===== src/rtl/pm_pkg.sv =====
package pm_pkg;
  typedef enum logic [2:0] {
    C_ONE  = 3'd0,
    C_RISE = 3'd1,
    C_FALL = 3'd2,
    C_EDGE = 3'd3,
    C_HIGH = 3'd4,
    C_LOW  = 3'd5,
    C_ZERO = 3'd6,
    C_EVT  = 3'd7
  } pm_cond_e;

  localparam logic [1:0] A_SRC = 2'd0;
  localparam logic [1:0] A_CFG = 2'd1;
  localparam logic [1:0] A_CTL = 2'd2;
endpackage


===== src/rtl/pm_slice.sv =====
module pm_slice
  import pm_pkg::*;
#(
  parameter int NCH  = 8,
  parameter int SELW = $clog2(NCH)
) (
  input  logic            clk,
  input  logic            rst,
  input  logic            clr_i,
  input  logic [SELW-1:0] sel_i,
  input  pm_cond_e        cond_i,
  input  logic [NCH-1:0]  cur_i,
  input  logic [NCH-1:0]  prv_i,
  output logic            hit_o
);
  logic x, px, rise, fall, edge_hit, seen_q;

  assign x    = cur_i[sel_i];
  assign px   = prv_i[sel_i];
  assign rise = x & ~px;
  assign fall = ~x & px;

  always_comb begin
    case (cond_i)
      C_RISE:  edge_hit = rise;
      C_FALL:  edge_hit = fall;
      C_EDGE:  edge_hit = rise | fall;
      default: edge_hit = 1'b0;
    endcase
  end

  // remembered edge, dropped on condition write or mode off
  always_ff @(posedge clk) begin
    if (rst || clr_i) seen_q <= 1'b0;
    else if (edge_hit) seen_q <= 1'b1;
  end

  always_comb begin
    case (cond_i)
      C_ONE:                 hit_o = 1'b1;
      C_RISE, C_FALL, C_EDGE: hit_o = (seen_q & ~clr_i) | edge_hit;
      C_HIGH:                hit_o = x;
      C_LOW:                 hit_o = ~x;
      C_ZERO:                hit_o = 1'b0;
      default:               hit_o = rise | fall;
    endcase
  end


  sticky_hold_chk: assert property (@(posedge clk) disable iff (rst)
    (seen_q && !clr_i) |=> seen_q);
endmodule


===== src/rtl/pm_chain.sv =====
module pm_chain #(
  parameter int NSL = 8
) (
  input  logic [NSL-1:0] hit_i,
  input  logic [NSL-1:0] endpt_i,
  output logic [NSL-1:0] acc_o,
  output logic [NSL-1:0] term_o
);
  genvar n;
  generate
    for (n = 0; n < NSL; n++) begin : g_link
      if (n == 0) begin : g_head
        assign acc_o[n] = hit_i[n];
      end else begin : g_body
        assign acc_o[n] = hit_i[n] & (endpt_i[n-1] | acc_o[n-1]);
      end
    end
  endgenerate

  assign term_o = acc_o & endpt_i;
endmodule


===== src/rtl/pm_engine.sv =====
module pm_engine
  import pm_pkg::*;
#(
  parameter int NCH   = 8,
  parameter int NSL   = 8,
  parameter int DW    = 32,
  parameter int FBASE = 8,
  parameter int FW    = 3
) (
  input  logic          clk,
  input  logic          rst,
  input  logic          wr_en,
  input  logic [1:0]    wr_addr,
  input  logic [DW-1:0] wr_data,
  input  logic [1:0]    rd_addr,
  output logic [DW-1:0] rd_data,
  input  logic [NCH-1:0] chan_in,
  output logic [NSL-1:0] irq_out,
  output logic          evt_out
);
  localparam int SELW = $clog2(NCH);
  localparam int NEP  = NSL - 1;
  localparam logic [DW-1:0] SRC_MASK = {{(DW-FBASE){1'b1}}, {FBASE{1'b0}}};
  localparam logic [DW-1:0] CFG_MASK = {{(DW-FBASE){1'b1}}, {(FBASE-NEP){1'b0}}, {NEP{1'b1}}};

  logic [DW-1:0]  src_q, cfg_q;
  logic           pm_on_q, evt_en_q, match_q;
  logic [NCH-1:0] prev_q;
  logic [NSL-1:0] term_q, hit, acc, term, endpt;
  logic           cfg_wr, clr;

  always_ff @(posedge clk) begin
    if (rst) begin
      src_q    <= '0;
      cfg_q    <= '0;
      pm_on_q  <= 1'b0;
      evt_en_q <= 1'b0;
    end else if (wr_en) begin
      case (wr_addr)
        A_SRC:   src_q <= wr_data & SRC_MASK;
        A_CFG:   cfg_q <= wr_data & CFG_MASK;
        A_CTL:   {evt_en_q, pm_on_q} <= wr_data[1:0];
        default: ;
      endcase
    end
  end

  assign cfg_wr = wr_en && (wr_addr == A_CFG);
  assign clr    = cfg_wr | ~pm_on_q;
  assign endpt  = {1'b1, cfg_q[NEP-1:0]};

  genvar n;
  generate
    for (n = 0; n < NSL; n++) begin : g_slice
      pm_slice #(.NCH(NCH), .SELW(SELW)) u_slice (
        .clk   (clk),
        .rst   (rst),
        .clr_i (clr),
        .sel_i (src_q[FBASE+FW*n +: SELW]),
        .cond_i(pm_cond_e'(cfg_q[FBASE+FW*n +: FW])),
        .cur_i (chan_in),
        .prv_i (prev_q),
        .hit_o (hit[n])
      );
    end
  endgenerate

  pm_chain #(.NSL(NSL)) u_chain (
    .hit_i  (hit),
    .endpt_i(endpt),
    .acc_o  (acc),
    .term_o (term)
  );

  always_ff @(posedge clk) begin
    if (rst) begin
      prev_q  <= '0;
      term_q  <= '0;
      irq_out <= '0;
      match_q <= 1'b0;
      evt_out <= 1'b0;
    end else begin
      prev_q  <= chan_in;
      term_q  <= pm_on_q ? acc : '0;
      irq_out <= pm_on_q ? term : '0;
      match_q <= pm_on_q & (|term);
      evt_out <= evt_en_q & pm_on_q & (|term) & ~match_q;
    end
  end

  always_ff @(posedge clk) begin
    if (rst) rd_data <= '0;
    else begin
      case (rd_addr)
        A_SRC:   rd_data <= src_q;
        A_CFG:   rd_data <= cfg_q;
        A_CTL:   rd_data <= {term_q, {(DW-NSL-2){1'b0}}, evt_en_q, pm_on_q};
        default: rd_data <= '0;
      endcase
    end
  end


  mode_off_chk: assert property (@(posedge clk) disable iff (rst)
    !pm_on_q |=> (irq_out == '0));


  nonend_low_chk: assert property (@(posedge clk) disable iff (rst)
    1'b1 |=> ((irq_out & ~$past(endpt)) == '0));


  evt_gate_chk: assert property (@(posedge clk) disable iff (rst)
    evt_out |-> ($past(evt_en_q) && match_q));


  evt_single_chk: assert property (@(posedge clk) disable iff (rst)
    evt_out |=> !evt_out);
endmodule


===== config.mk =====
export PLATFORM = sky130hd
export DESIGN_NAME = pm_engine
export DESIGN_NICKNAME = d
export VERILOG_FILES = /design/src/rtl/pm_pkg.sv /design/src/rtl/pm_slice.sv /design/src/rtl/pm_chain.sv /design/src/rtl/pm_engine.sv
export SDC_FILE = /design/constraint.sdc
export NUM_CORES = 1
export LEC_CHECK = 0
export BUFFER_PORTS_ARGS = -buffer_cell sky130_fd_sc_hd__buf_2
export CELL_PAD_IN_SITES_DETAIL_PLACEMENT = 0
export CELL_PAD_IN_SITES_GLOBAL_PLACEMENT = 1
export CORE_ASPECT_RATIO = 0.5
export CORE_MARGIN = 3
export CORE_UTILIZATION = 44
export DETAILED_ROUTE_END_ITERATION = 8
export HOLD_SLACK_MARGIN = 0.12
export PLACE_DENSITY_LB_ADDON = 0.1
export SYNTH_ARGS = -nofsm -noshare
export SYNTH_HDL_FRONTEND = slang
export SYNTH_SLANG_ARGS = --single-unit

===== constraint.sdc =====
create_clock -name clk -period 4.4 [get_ports clk]
set_input_delay 0.66 -clock clk [delete_from_list [all_inputs] [get_ports clk]]
set_output_delay 0.66 -clock clk [all_outputs]
set_load 0.005 [all_outputs]

Word level (Yosys, flattened, before mapping)
Index checks and enable logic that the tools add are counted.

storage, ports and cells
  register bits = 123
  bits of input ports = 47

operators by class
  order comparisons = 8
  equality and inequality tests = 52
  multiplexer cells = 49
  bitwise operators = 79
  reductions and logical operators = 25

operators with widths
  cell                                                                  count
  32-bit one-hot mux with 3 select lines                                1
  3-bit == test, second input constant                                  24
  1-bit binary-select mux with 3-bit select                             16
  3-bit by 2-bit == test with 1-bit output, second input constant       16
  1-bit one-hot mux with 5 select lines                                 8
  1-bit AND                                                             35
  3-bit by 4-bit < comparator with 1-bit output, second input constant  8
  3-bit by 1-bit == test with 1-bit output, second input constant       8
  3-bit logical NOT                                                     8
  1-bit OR                                                              24
  1-bit one-hot mux with 3 select lines                                 8
  3-bit OR reduction                                                    8
  1-bit NOT                                                             19
  1-bit two-way mux                                                     16
  8-bit AND                                                             1
  8-bit OR reduction                                                    1
  2-bit AND reduction                                                   3
  2-bit by 1-bit == test with 1-bit output, second input constant       2
  2-bit == test, second input constant                                  2
  2-bit logical NOT                                                     2
  2-bit OR reduction                                                    1
  1-bit logical AND                                                     1
  1-bit logical OR                                                      1

Depth between registers and ports, before layout
Gate-level depths: netlist (run 1).

  word-level depth = 26
  gate-level depth with buffers = 14
  mapped depth without buffers = 13

Cells and area by module
Synthesis (run 1) repeated with hierarchy kept, for this count alone.

second synthesis, totals
  cell total of the unflattened synthesis = 597
  area total of the unflattened synthesis = 6648.9 um^2

modules (own cells, without submodules)
  module                              times used  cells an instance  area each (um^2)
  pm_engine                           1           387                4250.3
  pm_slice at g_slice[1].u_slice ...  7           22                 271.5
  pm_slice at g_slice[0].u_slice      1           22                 270.3
  pm_chain                            1           34                 227.7

Worst setup path before layout (run 1)
Ideal clock, no wire load.

  kind = input-to-reg
  start point = input port chan_in[7]
  end point = register evt_out
  library setup time = 0.091 ns
  arrival time = 3.126 ns
  required time = 4.309 ns
  setup slack = 1.183 ns
  stages on the path = 11
  cells stage by stage = mux4_2 mux2i_1 ha_1 or4bb_1 o211ai_1 o21ai_0 a2111oi_0 o211ai_1 a21oi_1 nor4_1 a311oi_1

between the ends
  cells in the longest elaborated chain, start to end = 26
  elaborated cells between the ends (all ways) = 90

ends and longest elaborated chain
  item                                       RTL line                        text
  start, declared                            pm_engine.sv:17                 input logic [NCH-1:0] chan_in,
  1-bit binary-select mux with 3-bit select  pm_slice.sv:18                  assign x = cur_i[sel_i];
  1-bit two-way mux (implied by the code)    pm_slice.sv:18
  1-bit NOT                                  pm_slice.sv:21, pm_slice.sv:43
  1-bit AND                                  pm_slice.sv:21                  assign fall = ~x & px;
  1-bit OR                                   pm_slice.sv:27, pm_slice.sv:45
  1-bit one-hot mux with 3 select lines      pm_slice.sv:24                  case (cond_i)
  1-bit OR                                   pm_slice.sv:41                  C_RISE, C_FALL, C_EDGE: hit_o = (seen_q & ~clr_i) | edge_hit;
  1-bit one-hot mux with 5 select lines      pm_slice.sv:39                  case (cond_i)
  [9 not listed]                             --
  1-bit AND                                  pm_chain.sv:15                  assign acc_o[n] = hit_i[n] & (endpt_i[n-1] | acc_o[n-1]);
  1-bit OR                                   pm_chain.sv:15
  1-bit AND                                  pm_chain.sv:15
  1-bit OR                                   pm_chain.sv:15
  1-bit AND                                  pm_chain.sv:15
  8-bit AND *                                pm_chain.sv:20                  assign term_o = acc_o & endpt_i;
  8-bit OR reduction *                       pm_engine.sv:87                 evt_out <= evt_en_q & pm_on_q & (|term) & ~match_q;
  1-bit AND * (2 in a row)                   pm_engine.sv:87
  end signal, assigned                       pm_engine.sv:87
  end, declared                              pm_engine.sv:19                 output logic evt_out

Mark *: on every way between the ends. The rest lies on a longest branch, timed or not. The select of a mux whose other input is x is not followed.
A chain may end at the register's enable or synchronous reset.

Worst setup path in the final report (run 1)
  start point = register src_q[14]
  end point = register evt_out

between the ends
  cells in the longest elaborated chain, start to end = 23
  elaborated cells between the ends (all ways) = 27

ends and longest elaborated chain
  item                                                                 RTL line                                        text
  start, declared                                                      pm_engine.sv:26                                 logic [DW-1:0] src_q, cfg_q;
  start signal, assigned                                               pm_engine.sv:40                                 A_SRC: src_q <= wr_data & SRC_MASK;
  1-bit binary-select mux with 3-bit select, on equally long branches  pm_slice.sv:19, pm_slice.sv:18
  1-bit two-way mux, on equally long branches                          pm_slice.sv:19, pm_slice.sv:18
  1-bit NOT, on equally long branches                                  pm_slice.sv:20, pm_slice.sv:21, pm_slice.sv:43
  1-bit AND, on equally long branches                                  pm_slice.sv:20, pm_slice.sv:21
  1-bit OR                                                             pm_slice.sv:27, pm_slice.sv:45
  1-bit one-hot mux with 3 select lines                                pm_slice.sv:24
  1-bit OR                                                             pm_slice.sv:41
  1-bit one-hot mux with 5 select lines *                              pm_slice.sv:39
  [6 not listed]                                                       --
  1-bit AND                                                            pm_chain.sv:15
  1-bit OR                                                             pm_chain.sv:15
  1-bit AND                                                            pm_chain.sv:15
  1-bit OR                                                             pm_chain.sv:15
  1-bit AND                                                            pm_chain.sv:15
  8-bit AND *                                                          pm_chain.sv:20
  8-bit OR reduction *                                                 pm_engine.sv:87
  1-bit AND * (2 in a row)                                             pm_engine.sv:87

Marked as above.

==> results of run 1 <==
worst reg2reg max path, delay by kind of cell, from the launching register on:
kind / cells / cell delay [ps]
compound gates: 6 / 1270
fa+ha+maj: 1 / 190
buf+inv: 1 / 70
flops: 1 / 510
mux: 2 / 770
simple gates: 2 / 850
power groups by stage:
| stage | Sequential [mW] | Clock [mW] | Combinational (mW) |
|---|---|---|---|
| floorplan | 1.17 | 0 | 0.208 |
| global placement | 1.19 | 0 | 0.282 |
| detailed placement | 1.19 | 0 | 0.287 |
| CTS | 1.17 | 1.46 | 0.289 |
| global route | 1.18 | 1.51 | 0.321 |
| finish | 1.17 | 1.44 | 0.289 |
cell families (layout without fill, tap and decap cells):
kind of cell	Yosys count	count (layout)	synth area share, %
adder cells (fa/ha/maj)	16	16	3.19
flip-flops	121	121	38.7
AO/OA/AOI/OAI	133	133	13.5
multiplexers	81	81	18.9
AND/OR/NAND/NOR	274	274	20.4
other	1	1	0.0598
XOR/XNOR	1	1	0.140
buffers and inverters	82	159	5.17
cell type report:
class / instances / area [um^2] / area share [%]
inverter: 35 / 131 / 1.77
clock buffer: 18 / 439 / 5.92
tap: 192 / 240 / 3.24
sequential: 121 / 2420 / 32.6
clock inverter: 14 / 174 / 2.34
multi-input combinational: 506 / 3530 / 47.5
timing repair buffer: 92 / 490 / 6.61
sequential cells by signal, summed over array words and instances (netlist names):
signal,count
cfg_q,31
rd_data,31
src_q,24
g_slice.u_slice.seen_q,8
irq_out,8
prev_q,8
term_q,7
evt_en_q,1
evt_out,1
match_q,1
pm_on_q,1
how the worst max path moves through the flow:
stage | slack, ps | cells after the start | start | end
final | 580 | 12 | src_q[14] | evt_out
after global routing | 300 | 12 | src_q[14] | evt_out
after CTS | 590 | 12 | src_q[14] | evt_out
after detailed placement | 430 | 13 | chan_in[7] | evt_out
after global placement | 470 | 13 | chan_in[7] | evt_out
after floorplan | 1180 | 11 | chan_in[7] | evt_out
layout by cell type (no fill, tap or decap), types with 6 or more instances in the layout:
| cell type | instances |
|---|---|
| nand2_1 | 125 |
| o21ai_0 | 6 |
| nor4_1 | 8 |
| nor2b_1 | 16 |
| inv_1 | 34 |
| nand3b_1 | 9 |
| buf_4 | 6 |
| mux2i_1 | 48 |
| nand3_1 | 10 |
| ha_1 | 16 |
| nor2_1 | 61 |
| or2_2 | 6 |
| buf_2 | 85 |
| clkinv_4 | 6 |
| a21oi_1 | 76 |
| dfxtp_1 | 121 |
| o211ai_1 | 7 |
| nand2b_1 | 12 |
| clkbuf_16 | 17 |
| mux4_2 | 24 |
per-stage QoR:
| step | cells | setup slack (ps) | power [mW] | instance area [um^2] | hold slack (ps) |
|---|---|---|---|---|---|
| 4_1_cts | 978 | 595 | 2.92 | 7420 | 398 |
| 2_1_floorplan | 709 | 1180 | 1.38 | 6270 | 372 |
| 3_5_place_dp | 946 | 434 | 1.48 | 6810 | 387 |
| 5_1_grt | 978 | 296 | 3.00 | 7420 | 422 |
| 3_3_place_gp | 946 | 472 | 1.47 | 6810 | 385 |
| 6_report | 978 | 584 | 2.90 | 7420 | 396 |
routing by layer:
| metal | wire [um] | vias up |
|---|---|---|
| met5 | 13 | - |
| met4 | 167 | 2 |
| met3 | 973 | 18 |
| met2 | 7500 | 154 |
| met1 | 9380 | 2556 |
| li1 | - | 2616 |
==> results by group, run 1 <==
Cells and area
  • Area grow syn2layout: 18.4%
  • Fraction of layout instances using a drive strength above 1: 21.5%
  • Antenna cells: 0
  • Final Util: 54.0%
  • Fillcell total: 1318
  • Layout Nets: 836

Hold path
  • Hold Path Cell Cnt: 1
  • Hold WC Path Type: flop to flop
  • HP Start: match_q
  • Hold endpoint: evt_out

Timing
  • Post-route clock period utilization: 86.7%
  • Final Hold Vio Count: 0
  • Setup violations, final: 0
  • Slew Limit Fails: 0
  • Slew HR: 10.4%
  • FMAX: 262 MHz
  • Total negative setup slack: 0 ps
  • Clock skew: 9.76 ps
  • Min cycle time layout: 3820 ps
  • RSZ-0062 raised after global routing: false
  • Tightest Pin Transition: 1320 ps

Pwr
  • Switching Fraction: 25.4%
  • Clock share of power: 49.6%
  • Combinational Power Share: 10.0%
  • Sequential fraction of design power: 40.4%
  • Psw: 736 uW
  • LEAKAGE: 2.90 nW
  • Internal power: 2.16 mW
  • VDD IR max: 0.000268 V
  • PwrDens: 390 mW/mm^2

Routing
  • DRT iter0 DRCs: 453
  • DRC viols: 0
  • WL final: 18000 um
  • Vias: 5346
  • Post-DR vias/cell: 5.47
  • WL/cell: 18.4 um
  • ANT nets after route: 0
  • Drt first pass iters: 5

Placed design
  • GPL Wtd Cong: 0.846
  • Detailed Place HPWL: 12300 um
  • Port Buffers: 85

Critical path
  • Worst Setup Start Kind: flop
  • Crit end category: flop
  • Worst Path Max Fanout: 8
  • Reg-to-reg endpoint: evt_out
  • Cell Chain, Critical Path: mux4_2 > mux2i_1 > inv_1 > ha_1 > a21oi_1 > a311oi_1 > nor4_1 > o311ai_1 > a41oi_1 > o21ai_1 > nor4_1 > a311oi_1
  • R2r setup slk: 580 ps
  • Worst Reg-to-Reg Cells: 12
  • Slowest stage delay, CP: 540 ps
  • WP buf/inv: 1
  • Largest delay share family, worst path: compound AO/OA/AOI/OAI gates
  • Critical Path RT: 4660 ps
  • CP arrival: 4080 ps
  • Highest-delay cell along the critical path: mux4_2
  • RR Startpoint: src_q[14]
  • Critical path class: flop to flop

Die
  • IO Pins: 88
  • Die H: 90.4 um
  • Core Region: 0.0137 mm^2
  • Die X-Extent: 175 um
  • Die Area: 0.0158 mm^2
  • Initial Util: 45.6%
  • Std cell rows: 30

Yosys
  • Sequential fraction of the synthesis area: 38.7%
  • Synth cell count leaders: nand2_1 (125), dfxtp_1 (121), a21oi_1 (76), nor2_1 (61), mux2i_1 (48)
  • Library cells used by synthesis: 66
  • Count leader, synth: nand2_1
  • EDFF count, synth: 0
  • Asr flop ratio synth: 0%
  • Post-Syn Area: 0.00627 mm^2
  • Yosys top cell by area: dfxtp_1
  • Synthesized area per cell: 8.84 um^2
  • Post-Synthesis Cells: 709
  • Syn nets: 772
  • Seq cells post-synth: 121
  • Top cells by area, synth: dfxtp_1 (39%), mux4_2 (8.6%), mux2i_1 (7.7%)
  • Top_reg_cell synth: dfxtp_1
  • Yosys Warn Count: 0
  • Top cell type's share of synthesized area: 38.7%

Global route
  • First-pass GRT wire length: 28400 um
  • GRT Total Usage: 23.2%
  • Vias in the first global route: 5003
  • Largest net degree at the start of global routing: 38
  • Busiest grt layer: met1
  • Met2 usage in global routing: 33.7%
  • GR Util met1: 35.3%
  • Initial antenna violation count: 1
  • GRT Residual Overflow: 0
  • Met3 GRT Util: 4.95%

Clock tree
  • Clock buffer count from CTS: 17
  • Clock Tree Buf Depth: 2
  • Total setup buffers inserted after CTS: 0
  • Num Clock Sinks: 121
  • CTS tree: yes
  • Worst-Skew Late Latency: 410 ps
  • Root buf cell: clkbuf_16
  • PostCTS Resize Cnt: 0
  • Cts hold-fix bufs: 0
  • CTS H-tree lvls: 4
  • Clock slew at reported path FFs: 60 ps

Status
  • Status: finished clean

Flow run
  • Max_cap viols: 0
Power figures use the tool's default switching activity.
==> run 2: changes to the inputs <==
- CORE_UTILIZATION: 44 -> 45
- SYNTH_HIERARCHICAL: unset -> 1
==> results by group, run 2 <==
Clock tree
  • Total setup buffers inserted after CTS: 0
  • CTS tree: yes
  • Clock Tree Buf Depth: 2
  • Root buf cell: clkbuf_16
  • Cts hold-fix bufs: 0
  • Clock buffer count from CTS: 17
  • Worst-Skew Late Latency: 410 ps
  • PostCTS Resize Cnt: 0
  • Clock slew at reported path FFs: 60 ps
  • CTS H-tree lvls: 4
  • Num Clock Sinks: 122

Routing
  • DRT iter0 DRCs: 283
  • Drt first pass iters: 5
  • ANT nets after route: 0
  • Routed wl met3: 622 um
  • WL/cell: 18.1 um
  • WL met2: 6880 um
  • WL final: 16000 um
  • Post-DR vias/cell: 5.39
  • Max Used Layer: met4
  • M1 wire length: 8400 um
  • Vias: 4769
  • DRC viols: 0

Cells and area
  • Biggest registers after layout: cfg_q: 31 flops, rd_data: 31 flops, src_q: 24 flops
  • Antenna cells: 0
  • Area grow syn2layout: 18.2%
  • Fraction of layout instances using a drive strength above 1: 23.1%
  • Layout Cells excl Fill: 885
  • Final Util: 56.1%
  • Layout Nets: 743
  • Most common cell after layout, fill and taps aside: dfxtp_1
  • Fillcell total: 1243
  • Leading cell types in the layout, fill and taps excluded: dfxtp_1 (122), mux2i_1 (96), nand2b_1 (90), buf_2 (85), inv_1 (34)

Die
  • Core Region: 0.0140 mm^2
  • IO Pins: 88
  • Initial Util: 47.5%
  • Std cell rows: 30
  • Die Area: 0.0164 mm^2
  • Die H: 92.0 um
  • Die X-Extent: 178 um

Pwr
  • Psw: 741 uW
  • Internal power: 2.33 mW
  • Clock share of power: 50.8%
  • VDD IR max: 0.000248 V
  • Sequential fraction of design power: 38.5%
  • Switching Fraction: 24.2%
  • Combinational Power Share: 10.7%
  • LEAKAGE: 3.33 nW
  • PwrDens: 390 mW/mm^2

Critical path
  • CP arrival: 4220 ps
  • Most used cell, CP: inv_1
  • Worst Setup Start Kind: flop
  • Reg-to-reg endpoint: evt_out
  • Slowest stage delay, CP: 640 ps
  • Cell Chain, Critical Path: mux4_1 > mux2i_4 > inv_1 > ha_1 > inv_1 > mux2i_1 > a211o_2 > a32oi_1 > a211oi_1 > nor2_1 > a41o_1 > and2_2 > nor4_1 > a2111oi_0
  • Highest-delay cell along the critical path: mux4_1
  • Critical path class: flop to flop
  • R2r setup slk: 440 ps
  • Crit end category: flop
  • Worst Setup SP: src_q[17]
  • Worst Path Max Fanout: 6
  • Critical Path RT: 4660 ps
  • Worst Reg-to-Reg Cells: 14
  • RR Startpoint: src_q[17]

Yosys
  • Yosys Warn Count: 6
  • Top cells by area, synth: dfxtp_1 (37%), mux2i_1 (14%), mux4_1 (13%)
  • Synth cell count leaders: dfxtp_1 (122), mux2i_1 (96), nand2b_1 (90), inv_1 (34), mux4_1 (32)
  • Seq cells post-synth: 122
  • Top_reg_cell synth: dfxtp_1
  • Post-Synthesis Cells: 597
  • Post-Syn Area: 0.00665 mm^2
  • Count leader, synth: dfxtp_1
  • Asr flop ratio synth: 0%
  • Sequential fraction of the synthesis area: 36.7%
  • Synthesized area per cell: 11.1 um^2
  • Yosys top cell by area: dfxtp_1
  • Library cells used by synthesis: 46
  • Top cell type's share of synthesized area: 36.7%
  • EDFF count, synth: 0

Timing
  • FMAX: 253 MHz
  • Clock skew: 12.9 ps
  • Min cycle time layout: 3960 ps
  • Slew Limit Fails: 0
  • Smallest hold slack: 412 ps
  • Total negative setup slack: 0 ps
  • Final Hold Vio Count: 0
  • Post-route clock period utilization: 90.0%
  • RSZ-0062 raised after global routing: false
  • Setup violations, final: 0
  • Slew HR: 46.8%
  • Tightest Pin Transition: 797 ps

Global route
  • Vias in the first global route: 4609
  • Largest net degree at the start of global routing: 46
  • GRT Residual Overflow: 0
  • Initial antenna violation count: 0
  • First-pass GRT wire length: 25500 um
  • GRT Total Usage: 20.3%

Placed design
  • Detailed Place HPWL: 11000 um
  • GPL Wtd Cong: 0.761
  • Placed insts: 853
  • Port Buffers: 85

Hold path
  • Hold Path Cell Cnt: 1
  • Hold endpoint: evt_out
  • Hold WC Path Type: flop to flop
  • HP Start: match_q

Flow run
  • Max_cap viols: 0

Status
  • Status: finished clean
run 2: changes by cell type in the layout (fill, tap and decap cells not counted), sizes merged, moves of 8 or more:
cell and delta:
a211o +8, mux2i +55, o32a +8, o22ai +9, and2 +20, nand2b +78
nor2 -42, nand2 -121, a21oi -65
run 2: critical path: cells and delay by family (launching register included):
kind / cells / cell delay (ps)
DFF: 1 / 500
and+or+nand+nor: 3 / 720
AOI/OAI and AO/OA: 5 / 1230
muxes: 3 / 960
adders and majority gates: 1 / 290
buffers and inverters: 2 / 120
run 2: how the worst max path moves through the flow:
stage | cells past startpoint | slack (ps) | endpoint
finish | 14 | 440 | evt_out
global route | 14 | 90 | evt_out
CTS | 14 | 460 | evt_out
detailed placement | 15 | 170 | evt_out
global placement | 15 | 300 | evt_out
floorplan | 14 | 900 | evt_out
run 2: power groups by stage:
stage,sequential (mW),combinational [mW],clock [mW]
after floorplan,1.19,0.247,0
after global placement,1.20,0.323,0
after detailed placement,1.20,0.328,0
after CTS,1.18,0.330,1.58
after global routing,1.18,0.364,1.63
final,1.18,0.329,1.56
run 2: routing by layer:
metal	global-route usage (%)	up-vias
met1	30.0	2277
met2	30.1	116
li1	-	2360
met3	3.68	16
met5	0	-
met4	6.14	0
run 2: cell families after synthesis:
family,after synthesis,share of synthesized area [%]
AO/OA/AOI/OAI,83,10.1
adder cells (fa/ha/maj),16,3.01
buffers and inverters,64,4.63
flip-flops,122,36.7
multiplexers,136,29.8
other,2,0.113
AND/OR/NAND/NOR,174,15.6
run 2: final cells by class:
cell class / count / area, um^2 / area share (%)
flip-flops and latches: 122 / 2440 / 31.1
repair buffers: 93 / 485 / 6.18
multi-input cells: 412 / 3900 / 49.7
well taps: 192 / 240 / 3.06
clock buffers: 19 / 443 / 5.64
clock inverters: 13 / 215 / 2.74
inverters: 34 / 128 / 1.62
run 2: metrics by stage:
stage | cell area [um^2] | worst slack [ps] | total power, mW
3_3_place_gp | 7200 | 299 | 1.53
4_1_cts | 7860 | 458 | 3.09
2_1_floorplan | 6650 | 901 | 1.43
6_report | 7860 | 440 | 3.07
5_1_grt | 7860 | 87.6 | 3.18
3_5_place_dp | 7200 | 170 | 1.53
